[src/rtl/phy_led_ctrl.sv]
module phy_led_ctrl #(
  parameter int HALF_2HZ   = 250,
  parameter int STRETCH_MS = 32
) (
  input  logic       clk,
  input  logic       rst_n,
  input  logic       ms_tick,
  input  logic       link_up,
  input  logic [1:0] link_speed,
  input  logic       pwr_down,
  input  logic       eee_on,
  input  logic       aneg_busy,
  input  logic       selftest_busy,
  input  logic       cdiag_busy,
  input  logic       test_mode,
  input  logic       tx_act,
  input  logic       rx_act,
  input  logic       col_act,
  input  logic       reg_we,
  input  logic [3:0] reg_addr,
  input  logic [7:0] reg_wdata,
  output logic [7:0] reg_rdata,
  output logic [3:0] led
);
  localparam int NLED = 4;
  localparam int BW = $clog2(HALF_2HZ + 1);
  localparam int SW = $clog2(STRETCH_MS + 1);
  localparam logic [31:0] PRI_RST = 32'h4040_2070;
  localparam logic [31:0] SEC_RST = 32'h2000_0003;
  localparam logic [7:0]  RATE_MASK = 8'hF7;
  localparam logic [7:0]  GRP_MASK  = 8'h77;
  localparam logic [7:0]  SEC_MASK  = 8'hF7;

  logic [7:0] rate_q, grp_q;
  logic [7:0] pri_q [NLED];
  logic [7:0] sec_q [NLED];
  logic [1:0] ph;
  logic [2:0] spd_hot;
  logic       grp_on;

  always_ff @(posedge clk or negedge rst_n) begin
    if (!rst_n) begin
      rate_q <= 8'hC5;
      grp_q  <= 8'h67;
      for (int i = 0; i < NLED; i++) begin
        pri_q[i] <= PRI_RST[8*i +: 8];
        sec_q[i] <= SEC_RST[8*i +: 8];
      end
    end else if (reg_we) begin
      if (reg_addr == 4'd0) rate_q <= reg_wdata & RATE_MASK;
      if (reg_addr == 4'd1) grp_q  <= reg_wdata & GRP_MASK;
      for (int i = 0; i < NLED; i++) begin
        if (reg_addr == 4'(2 + i)) pri_q[i] <= reg_wdata;
        if (reg_addr == 4'(2 + NLED + i)) sec_q[i] <= reg_wdata & SEC_MASK;
      end
    end
  end

  always_comb begin
    reg_rdata = 8'h00;
    if (reg_addr == 4'd0) reg_rdata = rate_q;
    if (reg_addr == 4'd1) reg_rdata = grp_q;
    for (int i = 0; i < NLED; i++) begin
      if (reg_addr == 4'(2 + i)) reg_rdata = pri_q[i];
      if (reg_addr == 4'(2 + NLED + i)) reg_rdata = sec_q[i];
    end
  end

  always_comb begin
    spd_hot = 3'b000;
    if (link_up)
      case (link_speed)
        2'b00:   spd_hot = 3'b001;
        2'b01:   spd_hot = 3'b010;
        2'b10:   spd_hot = 3'b100;
        default: spd_hot = 3'b000;
      endcase
  end

  function automatic logic cond4(input logic [3:0] c);
    case (c)
      4'h0:    cond4 = 1'b0;
      4'h8:    cond4 = pwr_down;
      4'h9:    cond4 = eee_on;
      4'hA:    cond4 = aneg_busy;
      4'hB:    cond4 = selftest_busy;
      4'hC:    cond4 = cdiag_busy;
      4'hD, 4'hE, 4'hF: cond4 = 1'b0;
      default: cond4 = |(c[2:0] & spd_hot);
    endcase
  endfunction

  always_comb begin
    case (grp_q[2:0])
      3'd1:    grp_on = link_up;
      3'd2:    grp_on = pwr_down;
      3'd3:    grp_on = eee_on;
      3'd4:    grp_on = aneg_busy;
      3'd5:    grp_on = selftest_busy;
      3'd6:    grp_on = cdiag_busy;
      3'd7:    grp_on = test_mode;
      default: grp_on = 1'b0;
    endcase
  end

  genvar g;
  for (g = 0; g < 2; g++) begin : g_blink
    logic [1:0]    sel;
    logic [BW-1:0] half, cnt;
    logic          ph_r;
    assign sel  = (g == 0) ? rate_q[7:6] : rate_q[5:4];
    assign half = BW'(HALF_2HZ >> sel);
    always_ff @(posedge clk or negedge rst_n) begin
      if (!rst_n) begin
        cnt  <= '0;
        ph_r <= 1'b0;
      end else if (ms_tick) begin
        if (cnt >= half - 1'b1) begin
          cnt  <= '0;
          ph_r <= ~ph_r;
        end else begin
          cnt <= cnt + 1'b1;
        end
      end
    end
    assign ph[g] = ph_r;

    a_r5_phase_needs_tick: assert property (@(posedge clk) disable iff (!rst_n)
      !ms_tick |=> $stable(ph_r));
  end

  for (g = 0; g < NLED; g++) begin : g_led
    logic [SW-1:0] st;
    logic          ev;
    assign ev = |(sec_q[g][2:0] & {col_act, rx_act, tx_act});
    always_ff @(posedge clk or negedge rst_n) begin
      if (!rst_n)                    st <= '0;
      else if (ev)                   st <= SW'(STRETCH_MS);
      else if (ms_tick && st != '0)  st <= st - 1'b1;
    end
    assign led[g] = grp_on                  ? ph[1] :
                    (st != '0)              ? 1'b0  :
                    cond4(pri_q[g][3:0])    ? ph[0] :
                    cond4(sec_q[g][7:4])    ? ph[1] :
                    cond4(pri_q[g][7:4]);

    a_r6_event_darkens: assert property (@(posedge clk) disable iff (!rst_n)
      ev |=> (!led[g] || grp_on));
    a_r6_stretch_bound: assert property (@(posedge clk) disable iff (!rst_n)
      st <= SW'(STRETCH_MS));
    a_r2_primary_write: assert property (@(posedge clk) disable iff (!rst_n)
      (reg_we && reg_addr == 4'(2 + g)) |=> pri_q[g] == $past(reg_wdata));
    a_r3_idle_dark: assert property (@(posedge clk) disable iff (!rst_n)
      (pri_q[g] == 8'h00 && sec_q[g][7:4] == 4'h0 && !grp_on) |-> !led[g]);
    a_r7_group_lockstep: assert property (@(posedge clk) disable iff (!rst_n)
      grp_on |-> led[g] == led[0]);
  end

  a_r2_reserved_zero: assert property (@(posedge clk) disable iff (!rst_n)
    rate_q[3] == 1'b0 && grp_q[7] == 1'b0 && grp_q[3] == 1'b0);
endmodule

[config.mk]
export PLATFORM = sky130hd
export DESIGN_NAME = phy_led_ctrl
export DESIGN_NICKNAME = d
export VERILOG_FILES = /design/src/rtl/phy_led_ctrl.sv
export SDC_FILE = /design/constraint.sdc
export NUM_CORES = 1
export LEC_CHECK = 0
export BUFFER_PORTS_ARGS = -buffer_cell sky130_fd_sc_hd__buf_2
export CORE_UTILIZATION = 50
export DETAILED_ROUTE_END_ITERATION = 8
export PLACE_DENSITY = 0.76
export SYNTH_ARGS = -nofsm -noshare
export SYNTH_HDL_FRONTEND = slang
export SYNTH_SLANG_ARGS = --single-unit
[constraint.sdc]
create_clock -name clk -period 2.8 [get_ports clk]
set_input_delay 0.14 -clock clk [delete_from_list [all_inputs] [get_ports clk]]
set_output_delay 0.14 -clock clk [all_outputs]
set_load 0.01 [all_outputs]
==> results of run 1 <==
final timing paths:
path | endpoint | startpoint | slack (ps)
max reg2reg | g_blink[0].cnt[1]$_DFFE_PN0P_ | rate_q[6]$_DFFE_PN1P_ | 610
min in group asynchronous | g_blink[1].cnt[6]$_DFFE_PN0P_ | rst_n | 290
min | g_led[2].st[5]$_DFFE_PN0P_ | rx_act | 40
max | led[0] | grp_q[0]$_DFFE_PN1P_ | 190
max in group asynchronous | sec_q[25]$_DFFE_PN1P_ | rst_n | 1690
min reg2reg | rate_q[1]$_DFFE_PN0P_ | rate_q[1]$_DFFE_PN0P_ | 530
area by class of cell:
cell class                 instances  area [um^2]  area share
inverter                          33          124      0.0151
multi-input combinational        575         4110       0.501
clock inverter                    10          130      0.0158
clock buffer                      22          474      0.0577
timing repair buffer              44          250      0.0305
sequential                       115         2900       0.353
tap                              180          225      0.0274
logic make-up after synthesis:
group	share of synthesized area
muxes	0.154
other	0.000512
and+or+nand+nor	0.152
AOI/OAI and AO/OA	0.175
adders and majority gates	0.0410
buffers and inverters	0.0436
xor gates and xnor gates	0.0383
DFF	0.396
registers in the layout, indices dropped and copies added (netlist names):
register and flops:
pri_q 32, sec_q 28, g_led.st 24, g_blink.cnt 16, rate_q 7, grp_q 6, g_blink.ph_r 2
Yosys cell counts, drive strengths merged (3+ instances only):
| cell type | number | area (um^2) |
|---|---|---|
| dfrtp | 97 | 2430 |
| mux2 | 75 | 856 |
| nand2 | 74 | 278 |
| nor2 | 61 | 236 |
| inv | 33 | 124 |
| o21ai | 33 | 169 |
| mux2i | 25 | 250 |
| ha | 24 | 300 |
| nand3 | 24 | 120 |
| a21oi | 22 | 110 |
| a31oi | 22 | 138 |
| buf | 22 | 119 |
| clkbuf | 20 | 76.3 |
| dfstp | 18 | 473 |
| xor2 | 17 | 149 |
| o22ai | 16 | 100 |
| xnor2 | 15 | 131 |
| a221oi | 14 | 123 |
| nand2b | 14 | 87.6 |
| nor3 | 12 | 71.3 |
| a211oi | 11 | 82.6 |
| nor2b | 11 | 68.8 |
| nor4 | 9 | 56.3 |
| a22oi | 7 | 52.6 |
| nand4 | 7 | 43.8 |
| nor3b | 6 | 45.0 |
| o22a | 6 | 52.6 |
| a21boi | 5 | 41.3 |
| a21o | 4 | 30.0 |
| and3 | 4 | 25.0 |
| o21bai | 4 | 33.8 |
| o311ai | 4 | 35.0 |
| o31ai | 4 | 30.0 |
| a2bb2oi | 3 | 26.3 |
| or3 | 3 | 18.8 |
per-layer routing:
metal	track usage	share of wire	vias up
li1	-	-	2834
met1	0.355	0.43	2956
met2	0.426	0.46	237
met3	0.0600	0.062	76
met4	0.167	0.048	0
met5	0	0	-
through the flow:
stage               hold WS [ps]  cell area [um^2]  setup WS (ps)   util
floorplan                   -156              7330            861      -
global placement             202              7600            447  0.539
detailed placement           209              7600            489  0.539
CTS                         22.5              8210           41.4  0.583
global route                33.2              8220            107  0.583
finish                      37.9              8220            186  0.583
worst max-delay path: stages (launching register included):
cell	delay, ps
dfstp_2	580
mux4_2	520
a21oi_2	350
o21ai_0	150
a32oi_1	260
buf_2	190
where the power goes:
| group | internal (mW) | switching (mW) |
|---|---|---|
| logic | 1.05 | 1.08 |
| clock network | 1.46 | 0.759 |
| registers | 2.19 | 0.616 |
what timing repair did:
item,4_1_cts,5_1_grt
resized for setup,0,1
endpoints found under the setup margin,0,1
hold endpoints to repair,40,0
hold buffers,1,0
==> Implementation_results.wiki, run 1 <==
{| class="wikitable"
! Metric !! Value
|-
| Outcome || complete, no violations
|-
| Via-per-instance ratio || 6.23
|-
| TritonCTS Buffers || 17
|-
| Final Cycle Share || 0.934
|-
| I/O Buffers || 39
|-
| Finished Layout Cells || 979
|-
| First-pass detailed-route iteration total || 5
|-
| Die Outline Area || 0.0151 mm^2
|-
| Die X-Extent || 123 um
|-
| Area added between synthesis and finish || 12.2%
|-
| Overall global routing resource usage || 0.276
|-
| Detailed-route via count || 6,103
|-
| Proportion of layout cells with a drive suffix above 1 || 0.227
|-
| Clock period minus final worst setup slack || 2610 ps
|-
| Number of violations of the max-capacitance limit || 0
|-
| Signal arrival time at the worst endpoint || 2470 ps
|-
| Clock root cell || clkbuf_16
|-
| Fraction of registers with async set or reset after synthesis || 1.00
|-
| Post-CTS clock slew at the launch and capture registers of the worst setup and hold paths || 50 ps
|-
| Final total negative setup slack || 0 ps
|-
| Most common library cell in the layout ignoring fill and taps || dfrtp_1
|-
| Number of global-route vias before repair || 5,913
|-
| Endpoint type of the worst setup path || output pin
|-
| Post-detail-place hpwl || 13,200 um
|-
| TritonCTS Sinks || 115
|-
| Max clock buf depth || 2
|-
| Hold path depth || 3
|-
| Final count of negative-setup-slack endpoints || 0
|-
| Remaining antenna violation count || 0
|-
| Worst clock skew || 5.95 ps
|-
| Worst-path fanout max || 6
|-
| Post-Route WL || 19,100 um
|-
| Pwr Total || 7.16 mW
|-
| Post-CTS Setup Bufs || 0
|-
| Fill cell instance count of the final layout || 1,227
|-
| Synthesized area per cell || 9.59 um^2
|-
| Max Fclk || 383 MHz
|-
| Static Leak || 3.57 nW
|-
| Clock latency reported for the late side of the worst-skew pair || 420 ps
|-
| Total of warnings raised by yosys || 0
|-
| Post-layout nets || 838
|-
| Total power divided by cell area || 872 mW/mm^2
|-
| Antenna diodes || 0
|-
| Peak supply drop || 548 uV
|-
| Floorplan row count || 43
|-
| Maximum number of pins on one net before global-route repair || 67
|-
| Placed cell count || 946
|-
| Gate count of the mapped netlist || 764
|-
| Core Region || 0.0141 mm^2
|-
| Global-route wire length before repair || 31,300 um
|-
| WS Path Type || flip-flop to output pin
|-
| Hold WC Path Type || input pin to flip-flop
|-
| Proportion of synthesized chip area in sequential cells || 0.396
|-
| Critical Path RT || 2660 ps
|-
| Final-report max-slew violation count || 0
|-
| Post-synthesis cell area || 0.00732 mm^2
|-
| Level count of the clock H-tree || 4
|-
| Flip-flop cell with the highest count after synthesis || dfrtp_1
|-
| Remaining design rule violation count || 0
|-
| Routability Congestion || 0.977
|-
| # IOs || 40
|-
| EDFF count, synth || 0
|-
| Initial antenna violation count || 0
|-
| Leading cell types in the layout, fill and taps excluded || dfrtp_1 (97), nand2_1 (74), mux2_2 (72), nor2_1 (58), buf_2 (38)
|-
| Remaining max-slew budget at the tightest pin || 0.526
|-
| CP Launch Type || flip-flop
|-
| Number of flip-flops and latches in the synthesized netlist || 115
|-
| Post-synth cell types || 72
|-
| Initial core utilization || 0.520
|-
| Setup repair after global routing missed its margin || no
|-
| Actual slew at the worst max-slew pin || 706 ps
|-
| Overflow after GRT || 0
|-
| TritonCTS clock tree || built
|-
| Number of violations reported at the end of detailed-routing iteration 0 || 578
|-
| Drt wl/cell || 19.5 um
|-
| Die outline height || 123 um
|-
| Worst reg-to-reg path cell count || 8
|-
| Endpoints failing hold || 0
|}
(Power assumes the default switching activity.)
==> inputs of run 2 (changes only) <==
- clock period: 2.8 -> 2.9 ns (I/O delays scaled with it)
==> Implementation_results.wiki, run 2 (synthesis gave the netlist of run 1 again) <==
{| class="wikitable"
! Metric !! Value
|-
| Die outline height || 123 um
|-
| Leading cell types in the layout, fill and taps excluded || dfrtp_1 (97), nand2_1 (74), mux2_2 (72), nor2_1 (58), buf_2 (38)
|-
| Detailed-route via count || 6,078
|-
| Remaining antenna violation count || 0
|-
| Worst-path fanout max || 6
|-
| Max clock buf depth || 2
|-
| Net switching power figure || 2.41 mW
|-
| Remaining max-slew budget at the tightest pin || 0.480
|-
| Final Cycle Share || 0.925
|-
| Global-route wire length before repair || 31,000 um
|-
| Sequential share of power || 0.392
|-
| Proportion of layout cells with a drive suffix above 1 || 0.226
|-
| Fill cell instance count of the final layout || 1,206
|-
| First-pass detailed-route iteration total || 6
|-
| Signal arrival time at the worst endpoint || 2540 ps
|-
| Hold WS || 34.1 ps
|-
| DP Area || 0.00761 mm^2
|-
| Initial core utilization || 0.520
|-
| I/O Buffers || 39
|-
| Final total negative setup slack || 0 ps
|-
| Via-per-instance ratio || 6.20
|-
| Area occupied by registers || 0.00290 mm^2
|-
| Area added between synthesis and finish || 12.2%
|-
| Die Outline Area || 0.0151 mm^2
|-
| Static Leak || 3.56 nW
|-
| Register bank with the most flops || pri_q
|-
| Clock root cell || clkbuf_16
|-
| Number of global-route vias before repair || 5,882
|-
| Final-report max-slew violation count || 0
|-
| Pwr Total || 6.91 mW
|-
| Routability Congestion || 0.939
|-
| Design internal power || 4.50 mW
|-
| Endpoint type of the worst setup path || output pin
|-
| WS Path Type || flip-flop to output pin
|-
| Core Region || 0.0141 mm^2
|-
| Clock period minus final worst setup slack || 2680 ps
|-
| Largest register FFs || 32
|-
| Peak supply drop || 512 uV
|-
| Total power divided by cell area || 841 mW/mm^2
|-
| CP Launch Type || flip-flop
|-
| Overflow after GRT || 0
|-
| Remaining design rule violation count || 0
|-
| Drt wl/cell || 19.6 um
|-
| Number of violations reported at the end of detailed-routing iteration 0 || 538
|-
| TritonCTS Buffers || 17
|-
| Actual slew at the worst max-slew pin || 779 ps
|-
| Hold WC Path Type || input pin to flip-flop
|-
| Floorplan row count || 43
|-
| Max Fclk || 373 MHz
|-
| Overall global routing resource usage || 0.274
|-
| Worst clock skew || 5.01 ps
|-
| Maximum number of pins on one net before global-route repair || 61
|-
| Critical Path RT || 2760 ps
|-
| Finished Layout Cells || 980
|-
| Most common library cell in the layout ignoring fill and taps || dfrtp_1
|-
| Area taken by multi-input logic gates || 0.00411 mm^2
|-
| Clock latency reported for the late side of the worst-skew pair || 430 ps
|-
| Post-CTS Setup Bufs || 0
|-
| Final count of negative-setup-slack endpoints || 0
|-
| Outcome || complete, no violations
|-
| Combinational share of power || 0.296
|-
| Post-CTS clock slew at the launch and capture registers of the worst setup and hold paths || 60 ps
|-
| Level count of the clock H-tree || 4
|-
| Post-Route WL || 19,200 um
|-
| Post-cts resize count || 0
|-
| TritonCTS Sinks || 115
|-
| Post-detail-place hpwl || 13,400 um
|-
| Initial antenna violation count || 0
|-
| Regs by FF count || pri_q x32, sec_q x28, g_led.st x24
|-
| Die X-Extent || 123 um
|-
| Endpoints failing hold || 0
|-
| Sw Ratio || 0.348
|-
| # IOs || 40
|-
| Placed cell count || 947
|-
| TritonCTS clock tree || built
|-
| Setup repair after global routing missed its margin || no
|-
| Post-route cell area || 0.00822 mm^2
|-
| Number of violations of the max-capacitance limit || 0
|-
| Proportion of power drawn by the clock network || 0.312
|-
| Post-layout nets || 839
|-
| Antenna diodes || 0
|}
==> run 2: layout make-up <==
class / instances / area share
Tap cell: 180 / 0.0274
Timing Repair Buffer: 45 / 0.0314
Sequential cell: 115 / 0.353
Clock buffer: 20 / 0.0543
Inverter: 33 / 0.0151
Multi-Input combinational cell: 575 / 0.500
Clock inverter: 12 / 0.0190
==> run 2: path summary, 6_finish.rpt <==
check | startpoint | to | slack, ps | depth (start not counted)
min in group asynchronous | rst_n | rate_q[4]$_DFFE_PN0P_ | 350 | 2
min reg2reg | rate_q[1]$_DFFE_PN0P_ | rate_q[1]$_DFFE_PN0P_ | 510 | 1
max | grp_q[0]$_DFFE_PN1P_ | led[0] | 220 | 5
min | rx_act | g_led[0].st[5]$_DFFE_PN0P_ | 30 | 3
max reg2reg | rate_q[6]$_DFFE_PN1P_ | g_blink[0].cnt[1]$_DFFE_PN0P_ | 690 | 8
max in group asynchronous | rst_n | grp_q[2]$_DFFE_PN1P_ | 1750 | 3
==> run 2: metrics by stage <==
step | worst slack [ps] | utilization
global route | 166 | 0.583
global placement | 729 | 0.540
finish | 218 | 0.583
detailed placement | 693 | 0.540
floorplan | 961 | -
CTS | 225 | 0.583
==> run 2: timing repair <==
action,CTS,global route
hold buffers,1,0
endpoints found under the setup margin,0,0
hold endpoints to repair,51,0
==> run 2: routing by layer <==
layer / track usage / up-vias / part of all wire
li1: - / 2844 / -
met1: 0.342 / 2942 / 0.42
met2: 0.448 / 241 / 0.48
met3: 0.0632 / 51 / 0.065
met4: 0.132 / 0 / 0.034
met5: 0 / - / 0
==> run 2: worst max-delay path, cell delays in order, from the launching register on <==
cell     delay (ps)
dfstp_2         580
mux4_2          500
a21oi_1         490
o21ai_0         180
a32oi_1         180
buf_2           170
==> run 2: power groups by stage <==
stage / combinational [mW] / sequential [mW] / clock [mW]
after floorplan: 1.66 / 2.51 / 0
after global placement: 1.97 / 2.70 / 0
after detailed placement: 2.03 / 2.71 / 0
after CTS: 2.05 / 2.70 / 2.18
after global routing: 2.30 / 2.78 / 2.26
final: 2.04 / 2.71 / 2.16
